**config.mk**
```make
export PLATFORM = sky130hd
export DESIGN_NAME = stored_prog_core
export DESIGN_NICKNAME = d
export VERILOG_FILES = /design/src/rtl/spc_pkg.sv /design/src/rtl/spc_ctrl.sv /design/src/rtl/spc_dpath.sv /design/src/rtl/stored_prog_core.sv
export SDC_FILE = /design/constraint.sdc
export NUM_CORES = 1
export LEC_CHECK = 0
export ABC_AREA = 1
export BUFFER_PORTS_ARGS = -buffer_cell sky130_fd_sc_hd__clkbuf_2
export CAP_MARGIN = 20
export CORE_ASPECT_RATIO = 1.25
export CORE_MARGIN = 4
export CORE_UTILIZATION = 52
export DETAILED_ROUTE_END_ITERATION = 16
export GPL_ROUTABILITY_DRIVEN = 1
export MAX_ROUTING_LAYER = met4
export PLACE_DENSITY = 0.75
export SETUP_SLACK_MARGIN = 0.2
export SYNTH_ARGS = -nofsm -noshare
export SYNTH_HDL_FRONTEND = slang
export SYNTH_SLANG_ARGS = --single-unit
export TNS_END_PERCENT = 100
```
**constraint.sdc**
```tcl
create_clock -name clk -period 1.7 [get_ports clk]
set_input_delay 0.085 -clock clk [delete_from_list [all_inputs] [get_ports clk]]
set_output_delay 0.085 -clock clk [all_outputs]
set_load 0.005 [all_outputs]
```
**src/rtl/spc_pkg.sv**
```systemverilog
package spc_pkg;
  localparam int OP_W = 4;

  localparam logic [OP_W-1:0] OP_LOAD  = 4'd1;
  localparam logic [OP_W-1:0] OP_STORE = 4'd2;
  localparam logic [OP_W-1:0] OP_ADD   = 4'd3;
  localparam logic [OP_W-1:0] OP_HALT  = 4'd7;

  // strobes from the sequencer into the datapath
  typedef struct packed {
    logic marFromPc;
    logic marFromIr;
    logic mbrLoad;
    logic irLoad;
    logic accLoad;
    logic accAdd;
  } strobe_t;
endpackage

```
**src/rtl/spc_ctrl.sv**
```systemverilog
module spc_ctrl
  import spc_pkg::*;
(
  input  logic            clk,
  input  logic            rst,
  input  logic [OP_W-1:0] opcode,
  output strobe_t         strobe,
  output logic            memRd,
  output logic            memWr,
  output logic            halted
);
  typedef enum logic [3:0] {
    ST_MAR, ST_IREAD, ST_ILATCH, ST_IR, ST_DECODE,
    ST_OREAD, ST_OLATCH, ST_EXEC, ST_STORE, ST_HALT
  } state_t;

  state_t stateQ, stateD;

  always_ff @(posedge clk) begin
    if (rst) stateQ <= ST_MAR;
    else     stateQ <= stateD;
  end

  always_comb begin
    stateD = stateQ;
    strobe = '0;
    memRd  = 1'b0;
    memWr  = 1'b0;
    halted = 1'b0;
    unique case (stateQ)
      ST_MAR: begin
        strobe.marFromPc = 1'b1;
        stateD = ST_IREAD;
      end
      ST_IREAD: begin
        memRd  = 1'b1;
        stateD = ST_ILATCH;
      end
      ST_ILATCH: begin
        strobe.mbrLoad = 1'b1;
        stateD = ST_IR;
      end
      ST_IR: begin
        strobe.irLoad = 1'b1;
        stateD = ST_DECODE;
      end
      ST_DECODE: begin
        if (opcode == OP_LOAD || opcode == OP_ADD) begin
          strobe.marFromIr = 1'b1;
          stateD = ST_OREAD;
        end else if (opcode == OP_STORE) begin
          strobe.marFromIr = 1'b1;
          stateD = ST_STORE;
        end else if (opcode == OP_HALT) begin
          stateD = ST_HALT;
        end else begin
          stateD = ST_MAR;
        end
      end
      ST_OREAD: begin
        memRd  = 1'b1;
        stateD = ST_OLATCH;
      end
      ST_OLATCH: begin
        strobe.mbrLoad = 1'b1;
        stateD = ST_EXEC;
      end
      ST_EXEC: begin
        strobe.accLoad = (opcode == OP_LOAD);
        strobe.accAdd  = (opcode == OP_ADD);
        stateD = ST_MAR;
      end
      ST_STORE: begin
        memWr  = 1'b1;
        stateD = ST_MAR;
      end
      ST_HALT: begin
        halted = 1'b1;
      end
      default: stateD = ST_MAR;
    endcase
  end
endmodule

```
**src/rtl/spc_dpath.sv**
```systemverilog
module spc_dpath
  import spc_pkg::*;
#(
  parameter int ADDR_W = 12,
  parameter int DATA_W = 16
) (
  input  logic              clk,
  input  logic              rst,
  input  strobe_t           strobe,
  input  logic [DATA_W-1:0] memRdata,
  output logic [ADDR_W-1:0] memAddr,
  output logic [DATA_W-1:0] memWdata,
  output logic [OP_W-1:0]   opcode
);
  localparam int OP_LSB = DATA_W - OP_W;

  logic [ADDR_W-1:0] pcQ, marQ;
  logic [DATA_W-1:0] mbrQ, irQ, accQ;

  always_ff @(posedge clk) begin
    if (rst) begin
      pcQ  <= '0;
      marQ <= '0;
      mbrQ <= '0;
      irQ  <= '0;
      accQ <= '0;
    end else begin
      if (strobe.marFromPc) marQ <= pcQ;
      if (strobe.marFromIr) marQ <= irQ[ADDR_W-1:0];
      if (strobe.mbrLoad)   mbrQ <= memRdata;
      if (strobe.irLoad) begin
        irQ <= mbrQ;
        pcQ <= pcQ + 1'b1;
      end
      if (strobe.accLoad) accQ <= mbrQ;
      if (strobe.accAdd)  accQ <= accQ + mbrQ;
    end
  end

  assign memAddr  = marQ;
  assign memWdata = accQ;
  assign opcode   = irQ[DATA_W-1:OP_LSB];
endmodule

```
**src/rtl/stored_prog_core.sv**
```systemverilog
module stored_prog_core
  import spc_pkg::*;
#(
  parameter int ADDR_W = 12,
  parameter int DATA_W = OP_W + ADDR_W
) (
  input  logic              clk,
  input  logic              rst,
  output logic [ADDR_W-1:0] memAddr,
  output logic              memRd,
  output logic              memWr,
  output logic [DATA_W-1:0] memWdata,
  input  logic [DATA_W-1:0] memRdata,
  output logic              halted
);
  strobe_t         strobe;
  logic [OP_W-1:0] opcode;

  spc_ctrl ctrl_i (
    .clk    (clk),
    .rst    (rst),
    .opcode (opcode),
    .strobe (strobe),
    .memRd  (memRd),
    .memWr  (memWr),
    .halted (halted)
  );

  spc_dpath #(.ADDR_W(ADDR_W), .DATA_W(DATA_W)) dpath_i (
    .clk      (clk),
    .rst      (rst),
    .strobe   (strobe),
    .memRdata (memRdata),
    .memAddr  (memAddr),
    .memWdata (memWdata),
    .opcode   (opcode)
  );
endmodule

```
==> results.md, run 1 <==
- Outcome: complete, but fails checks
- Failing checks: setup timing
- Comb pwr share: between 10% and 20%
- PwrDens: 734.2 nW/um^2
- Final setup viols: 3
- Worst Hold Class: in2reg
- Actual slew at the worst max-slew pin: 423.5 ps
- Period Utilization, post-route: 101.8%
- H-tree Lvls: 3
- Largest cells by area after synthesis: dfxtp_1, nand2_1, nor2_1
- Initial antenna violation count: 0
- Vias in the first global route: a little over 4000
- Post-Syn Area per Cell: 6.755 um^2
- CP max FO: 3
- # DRC: 0
- Worst Hold Launch: memRdata[12]
- Post-synth cell types: 36
- Main synth FF type: dfxtp_1
- VDD IR max: 504.3 uV
- Detailed Route Iter0 Violations: 195
- Clk_skew: 9.604 ps
- Cell count after synthesis: 592
- Net count after synthesis: 627
- Net Sw Frac: 28.19%
- Synth Cell Area: between 3000 and 4000 um^2
- Global-route wire length before repair: 18.05 mm
- Critical Path RT: 1920 ps
- Most frequent cell after synthesis: nand2_1
- WP data arrival: 1950 ps
- Pin count of the biggest net entering global routing: 41
- Hold path cells: 3
- Yosys warns: 0
- Inserted Diodes: 0
- Wirelength per Cell: 14.65 um
- Post-synth top cells: nand2_1, dfxtp_1, nor2_1
- Cell area after layout: 5301 um^2
- Leakage power: 0.002242 uW
- F_max: slightly below 0.6 GHz
- Critical R2R Capture: dpath_i.memWdata[12]
- GPL Wtd Cong: slightly below 0.9
- Reg2reg start: dpath_i.mbrQ[0]
- Grt ovf: 0
- Post-synth EDFFs: 0
- Worst-Skew Late Latency: 350 ps
- # fillers: 566
- Max-cap violations: 0
- Internal: 2795 uW
- Switching pwr: between 1000 and 1500 uW
- Worst setup EP type: flop
- Share of post-route cells with drive strength above 1: 31.21%
- Total die area: 9166 um^2
- Die boundary width: 86.44 um
- Final hold vios: 0
- Flop-to-flop setup slack: -30 ps
- Area after DPL: approximately 4500 um^2
- Clock sinks: 76
- Initial Utilization: 53.71%
- Hold_ws: 27.43 ps
- GR Util All Layers: 24.95%
- # nets final: between 700 and 800
- Final ANT Viol Nets: 0
- Die Height: approximately 110 um
- Rel. slew slack: between 70 and 80%
- Slew Limit Fails: 0
- Critical path class: reg2reg
- Area growth syn-to-layout: 32.57%
- CTS tree: done
- Post-DR vias/cell: 5.470
- Clock Power Share: between 30% and 40%
- Reg2reg path depth: 11
- Critical Path Source Type: flop
- Tmin final: 1730 ps
- Setup WS post-layout: -29.75 ps
- Router iterations before antenna repair: 5
- Clk buf depth: 2
- Top Ports: roughly 50
- Yosys top cell area share: 38.05%
- Clock slew at reported path FFs: 90 ps
- #FFs+latches synth: 76
- CORE AREA: 7445 um^2
- Area leader, netlist: dfxtp_1
- Post-Route WL: 11.25 mm
- Root buffer cell: clkbuf_8
- TritonCTS buffer count: 9
- RSZ-0062 raised after global routing: true
- Post-synth ARST share: 0%
- Input/output buffers: 48
- Placed wire-length estimate: about 7.5 mm
- Vias: 4201
- Register area share after synthesis: 38.05%
- Reg power frac: around half
- Rows: 35
- Hold EP: dpath_i.mbrQ[12]
-- registers in the layout (all words and copies together), names as in the netlist --
| register | count |
|---|---|
| dpath_i.memAddr | 12 |
| dpath_i.pcQ | 12 |
| dpath_i.irQ | 16 |
| dpath_i.memWdata | 16 |
| ctrl_i.stateQ | 4 |
| dpath_i.mbrQ | 16 |
-- cell type report --
cell class	count	area [um^2]	share of cell area [%]
repair inverters	1	6.256	0.1180
flip-flops and latches	76	1575	29.71
well taps	92	115.1	2.171
repair buffers	90	589.3	11.12
multi-input cells	424	2536	47.84
clock inverters	6	70.07	1.322
clock buffers	10	137.6	2.596
inverters	69	271.5	5.122
-- worst max path at each step --
stage,startpoint,to,slack (ps),depth (start not counted)
floorplan,dpath_i.mbrQ[0],dpath_i.memWdata[14],140,12
global placement,dpath_i.mbrQ[0],dpath_i.memWdata[14],40,12
detailed placement,dpath_i.mbrQ[0],dpath_i.memWdata[10],-2,12
CTS,dpath_i.mbrQ[0],dpath_i.memWdata[10],20,12
global route,dpath_i.mbrQ[0],dpath_i.memWdata[14],-120,12
finish,dpath_i.mbrQ[0],dpath_i.memWdata[12],-30,11
-- power by group through the flow --
stage / logic (uW) / registers [uW] / clock network [uW]
6_report: 519 / 1910 / 1460
2_1_floorplan: 284 / 1930 / 0
3_5_place_dp: 432 / 1940 / 0
5_1_grt: 573 / 1920 / 1550
3_3_place_gp: 421 / 1940 / 0
4_1_cts: 474 / 1910 / 1480
-- timing repair --
action | CTS | global route
hold buffers | 7 | 0
endpoints found under the hold margin | 7 | 0
endpoints found under the setup margin | 14 | 37
gates resized for setup | 36 | 75
pin swaps | 13 | 24
gates cloned | 0 | 1
setup buffers | 8 | 7
-- stage by stage --
stage	std cells	TNS, ps	total power [uW]	worst slack (ps)	util [%]
finish	768	-33.25	3892	-29.75	71.21
global route	768	-494.6	4049	-124.8	71.21
CTS	760	0	3861	24.16	66.87
detailed placement	729	-1.867	2377	-1.867	60.13
global placement	729	0	2363	41.93	60.13
floorplan	592	0	2216	140.3	-
-- placed cells by master, fill, tap and decap left out, types with 19 or more instances in the layout --
cell and count:
nand3_1 19, nand2_1 129, nand2_2 21, a21oi_1 36, dfxtp_1 51, nor2_1 70, clkbuf_2 48, o21ai_0 52
inv_1 62, buf_4 33
-- kinds of logic after synthesis --
family,after synthesis,share of synthesized area [%]
AOI/OAI and AO/OA,118,16.02
xor gates and xnor gates,3,0.6572
adders and majority gates,17,5.507
buffers and inverters,92,9.199
DFF,76,38.05
and+or+nand+nor,286,30.57
-- metal layers --
layer / part of all wire (%) / global-route usage [%] / up-vias
li1: - / - / 2062
met3: 4.4 / 4.419 / 41
met4: 3.6 / 10.02 / 0
met1: 39 / 27.22 / 1966
met5: 0 / - / -
met2: 53 / 44.20 / 132
-- critical path: stages, from the launching register on --
cell and delay (ps):
dfxtp_4 360, ha_4 160, fa_2 340, nand2_2 90, nand2_2 60, and2_4 170, nand3_2 60, nand3_1 70
nand2_1 70, nand3_1 90, nand2_1 70, a21oi_1 60
No activity file was read; power rests on OpenSTA's default activity.
==> run 2: changes to the inputs <==
--- a/config.mk
+++ b/config.mk
@@ -18,5 +18,6 @@
 export SETUP_SLACK_MARGIN = 0.2
 export SYNTH_ARGS = -nofsm -noshare
 export SYNTH_HDL_FRONTEND = slang
+export SYNTH_HIERARCHICAL = 1
 export SYNTH_SLANG_ARGS = --single-unit
 export TNS_END_PERCENT = 100
==> run 2 against run 1 <==
  * The flow still finishes with violations (setup timing)
  * Critical path depth down 3
  * Area after synthesis fell by 0.44%
  * Power increased by 23%
  * Clock power down 5%
  * Maximum frequency is 1.6% lower
  * Setup slack got worse by 28 ps
  * Via count rose by 7.8%
  * First-iteration DRC count increased by 73%
  * Die area is 0.40% lower
  * Critical endpoint is now dpath_i/memWdata[2]
==> results.md, run 2 <==
- Tmin final: 1758 ps (+27.90 ps)
- GR Util All Layers: 28.41% (+3.5 points)
- F_max: 0.5689 GHz (-1.6%)
- Failing checks: setup timing
- Actual slew at the worst max-slew pin: 348.8 ps (-74.70 ps)
- Main synth FF type: dfxtp_1
- Post-Route WL: 13.85 mm (+23%)
- Vias: 4528 (+7.8%)
- CP peak stage delay: 380 ps (+20 ps)
- Reg power frac: 44.4% (-4.8 points)
- Max-cap violations: 0 (unchanged)
- CP max FO: 6 (+3)
- Post-synth cell types: 35 (-2.8%)
- Critical Path RT: 1960 ps (+40 ps)
- Share of post-route cells with drive strength above 1: 40.81% (+9.6 points)
- Grt ovf: 0 (unchanged)
- CTS tree: done
- Hold_ws: 14.62 ps (-12.81 ps)
- Outcome: complete, but fails checks
- CORE AREA: 7401 um^2 (-0.59%)
- Clk_skew: 10.31 ps (+0.7092 ps)
- # fillers: 472 (-17%)
- Worst Hold Class: in2reg
- TritonCTS buffer count: 9 (unchanged)
- Fin util: 78.72% (+7.5 points)
- Comb pwr share: 26.8% (+14 points)
- Top Ports: 49 (unchanged)
- H-tree Lvls: 3 (unchanged)
- Rows: 35 (unchanged)
- Post-synth EDFFs: 0 (unchanged)
- Pin count of the biggest net entering global routing: 61 (+49%)
- Final ANT Viol Nets: 0 (unchanged)
- Critical Path Source Type: flop
- Yosys warns: 6 (+6)
- Area after DPL: 4534 um^2 (+1.3%)
- CP delay by family, top: compound AO/OA/AOI/OAI gates
- Initial antenna violation count: 0 (unchanged)
- Total die area: 9129 um^2 (-0.40%)
- Area leader, netlist: dfxtp_1
- Global-route wire length before repair: 19.98 mm (+11%)
- Clock sinks: 76 (unchanged)
- Final setup viols: 7 (+4)
- Clk buf depth: 2 (unchanged)
- Clock Power Share: 28.8% (-8.7 points)
- Largest cells by area after synthesis: dfxtp_1, nand2_1, inv_1
- WP data arrival: 2010 ps (+60 ps)
- Slew Limit Fails: 0 (unchanged)
- Setup Total Neg Slack: -136.5 ps (-103.2 ps)
- # nets final: 722 (+2.3%)
- VDD IR max: 621.3 uV (+23%)
- Most common cell after layout, fill and taps aside: nand2_1
- Worst path cell trace: buf_6 -> nand3_4 -> nor3_4 -> buf_6 -> clkinvlp_4 -> a21oi_1 -> o21ai_0 -> a31oi_1
- Post-Syn Area per Cell: 6.888 um^2 (+2.0%)
- Router iterations before antenna repair: 6 (+1)
- Setup WS post-layout: -57.66 ps (-27.90 ps)
- Most frequent cells in the layout: nand2_1, inv_1, nor2_1, clkbuf_2, o21ai_0
- Worst setup EP type: flop
- Place WS: -79.34 ps (-77.48 ps)
- Rel. slew slack: 76.50% (+4.8 points)
- Net count after synthesis: 613 (-2.2%)
- Area growth syn-to-layout: 46.32%
- #FFs+latches synth: 76 (unchanged)
- Detailed Route Iter0 Violations: 337 (+73%)
- Wirelength per Cell: 17.69 um (+21%)
- Post-synth ARST share: 0% (unchanged)
- Inserted Diodes: 0 (unchanged)
- Initial Utilization: 53.80% (+0.081 points)
- Synth Cell Area: 3981 um^2 (-0.44%)
- Net Sw Frac: 32.01% (+3.8 points)
- Most frequent cell after synthesis: nand2_1
- Switching pwr: 1529 uW (+39%)
- Die boundary width: 86.27 um (-0.20%)
- Slowest stage cell on the critical path: dfxtp_4
- Leakage power: 0.002549 uW (+14%)
- GPL Wtd Cong: 0.9301 (+4.2%)
- Post-DR vias/cell: 5.783 (+5.7%)
- CP most frequent cell: buf_6
- Cell count after synthesis: 578 (-2.4%)
- # DRC: 0 (unchanged)
- Register area share after synthesis: 38.21% (+0.17 points)
- Clock slew at reported path FFs: 80 ps (about the same)
- Post-synth top cells: nand2_1, inv_1, dfxtp_1
- Critical path class: reg2reg
- RSZ-0062 raised after global routing: true
- Flop-to-flop setup slack: -60 ps (-30 ps)
- Cell area after layout: 5826 um^2 (+9.9%)
- Root buffer cell: clkbuf_8
- Vias in the first global route: 4291 (+5.7%)
- Final hold vios: 0 (unchanged)
- Die Height: 105.8 um (-0.20%)
- PwrDens: 820.0 nW/um^2 (+12%)
- Placed wire-length estimate: 7.756 mm (+3.2%)
- Input/output buffers: 48 (unchanged)
- Period Utilization, post-route: 103.4% (+1.6 points)
- Internal: 3248 uW (+16%)
- Yosys top cell area share: 38.21% (+0.17 points)
- Worst-Skew Late Latency: 350 ps (about the same)
- WP buf/inv: 3 (+3)
-- run 2: cell count changes in the layout (fill, tap and decap cells not counted), sizes merged, moves of 5 or more --
cell / before / now
nand2: 155 / 126
nor2: 80 / 73
o221ai: 0 / 14
inv: 71 / 78
buf: 35 / 64
a31oi: 15 / 7
o21a: 6 / 1
a21oi: 42 / 53
-- run 2: logic make-up (layout without fill, tap and decap cells) --
logic type	count (synthesis)	count (layout)	synth area share, %
adders and majority gates	17	17	5.531
AOI/OAI and AO/OA	132	132	18.32
DFF	76	76	38.21
and+or+nand+nor	240	240	25.77
buffers and inverters	105	218	10.40
xor gates and xnor gates	8	8	1.760
-- run 2: layout make-up --
type | instances | area, um^2 | area share, %
Timing Repair Buffer | 118 | 923.4 | 15.85
Sequential cell | 76 | 1577 | 27.06
Inverter | 80 | 336.6 | 5.777
Tap cell | 92 | 115.1 | 1.976
Clock inverter | 5 | 52.55 | 0.9021
Multi-Input combinational cell | 397 | 2634 | 45.21
Clock buffer | 10 | 137.6 | 2.363
Timing Repair inverter | 5 | 50.05 | 0.8591
-- run 2: stage by stage --
stage	std cells	total power [uW]
2_1_floorplan	578	2657
3_3_place_gp	719	2937
3_5_place_dp	719	2958
4_1_cts	773	4613
5_1_grt	783	4975
6_report	783	4777
-- run 2: final timing paths --
path                                      startpoint                   end  cells past startpoint
worst max-delay path                ctrl_i/stateQ[2]   dpath_i/memWdata[2]                      8
worst max register to register      ctrl_i/stateQ[2]   dpath_i/memWdata[2]                      8
worst min register to register  dpath_i/memWdata[13]  dpath_i/memWdata[13]                      2
worst min-delay path                    memRdata[13]      dpath_i/mbrQ[13]                      3
-- run 2: routing by layer --
metal  part of all wire, %  track usage [%]  vias to the layer above  wire, um
li1                      -                -                     2107         -
met1                    36            30.25                     2106      4979
met2                    51            50.06                      227      7006
met3                   6.6            4.848                       88       915
met4                   6.9            14.03                        0       950
met5                     0                -                        -         0
-- run 2: timing repair --
| item | 4_1_cts | 5_1_grt |
|---|---|---|
| resized for setup | 95 | 82 |
| hold endpoints to repair | 6 | 0 |
| pin swaps | 21 | 31 |
| gates cloned | 7 | 0 |
| setup endpoints to repair | 43 | 57 |
| setup buffers | 26 | 10 |
| hold buffers | 6 | 0 |
-- run 2: worst register-to-register path, cell delays in order (launching register included) --
cell        delay [ps]
dfxtp_4            380
buf_6              130
nand3_4            110
nor3_4             140
buf_6              170
clkinvlp_4         160
a21oi_1            180
o21ai_0            160
a31oi_1            250
-- run 2: power by group through the flow --
| stage | logic, uW | registers, uW | clock network (uW) |
|---|---|---|---|
| finish | 1280 | 2120 | 1380 |
| floorplan | 564 | 2090 | 0 |
| global placement | 830 | 2110 | 0 |
| global route | 1360 | 2140 | 1470 |
| detailed placement | 846 | 2110 | 0 |
| CTS | 1120 | 2100 | 1390 |
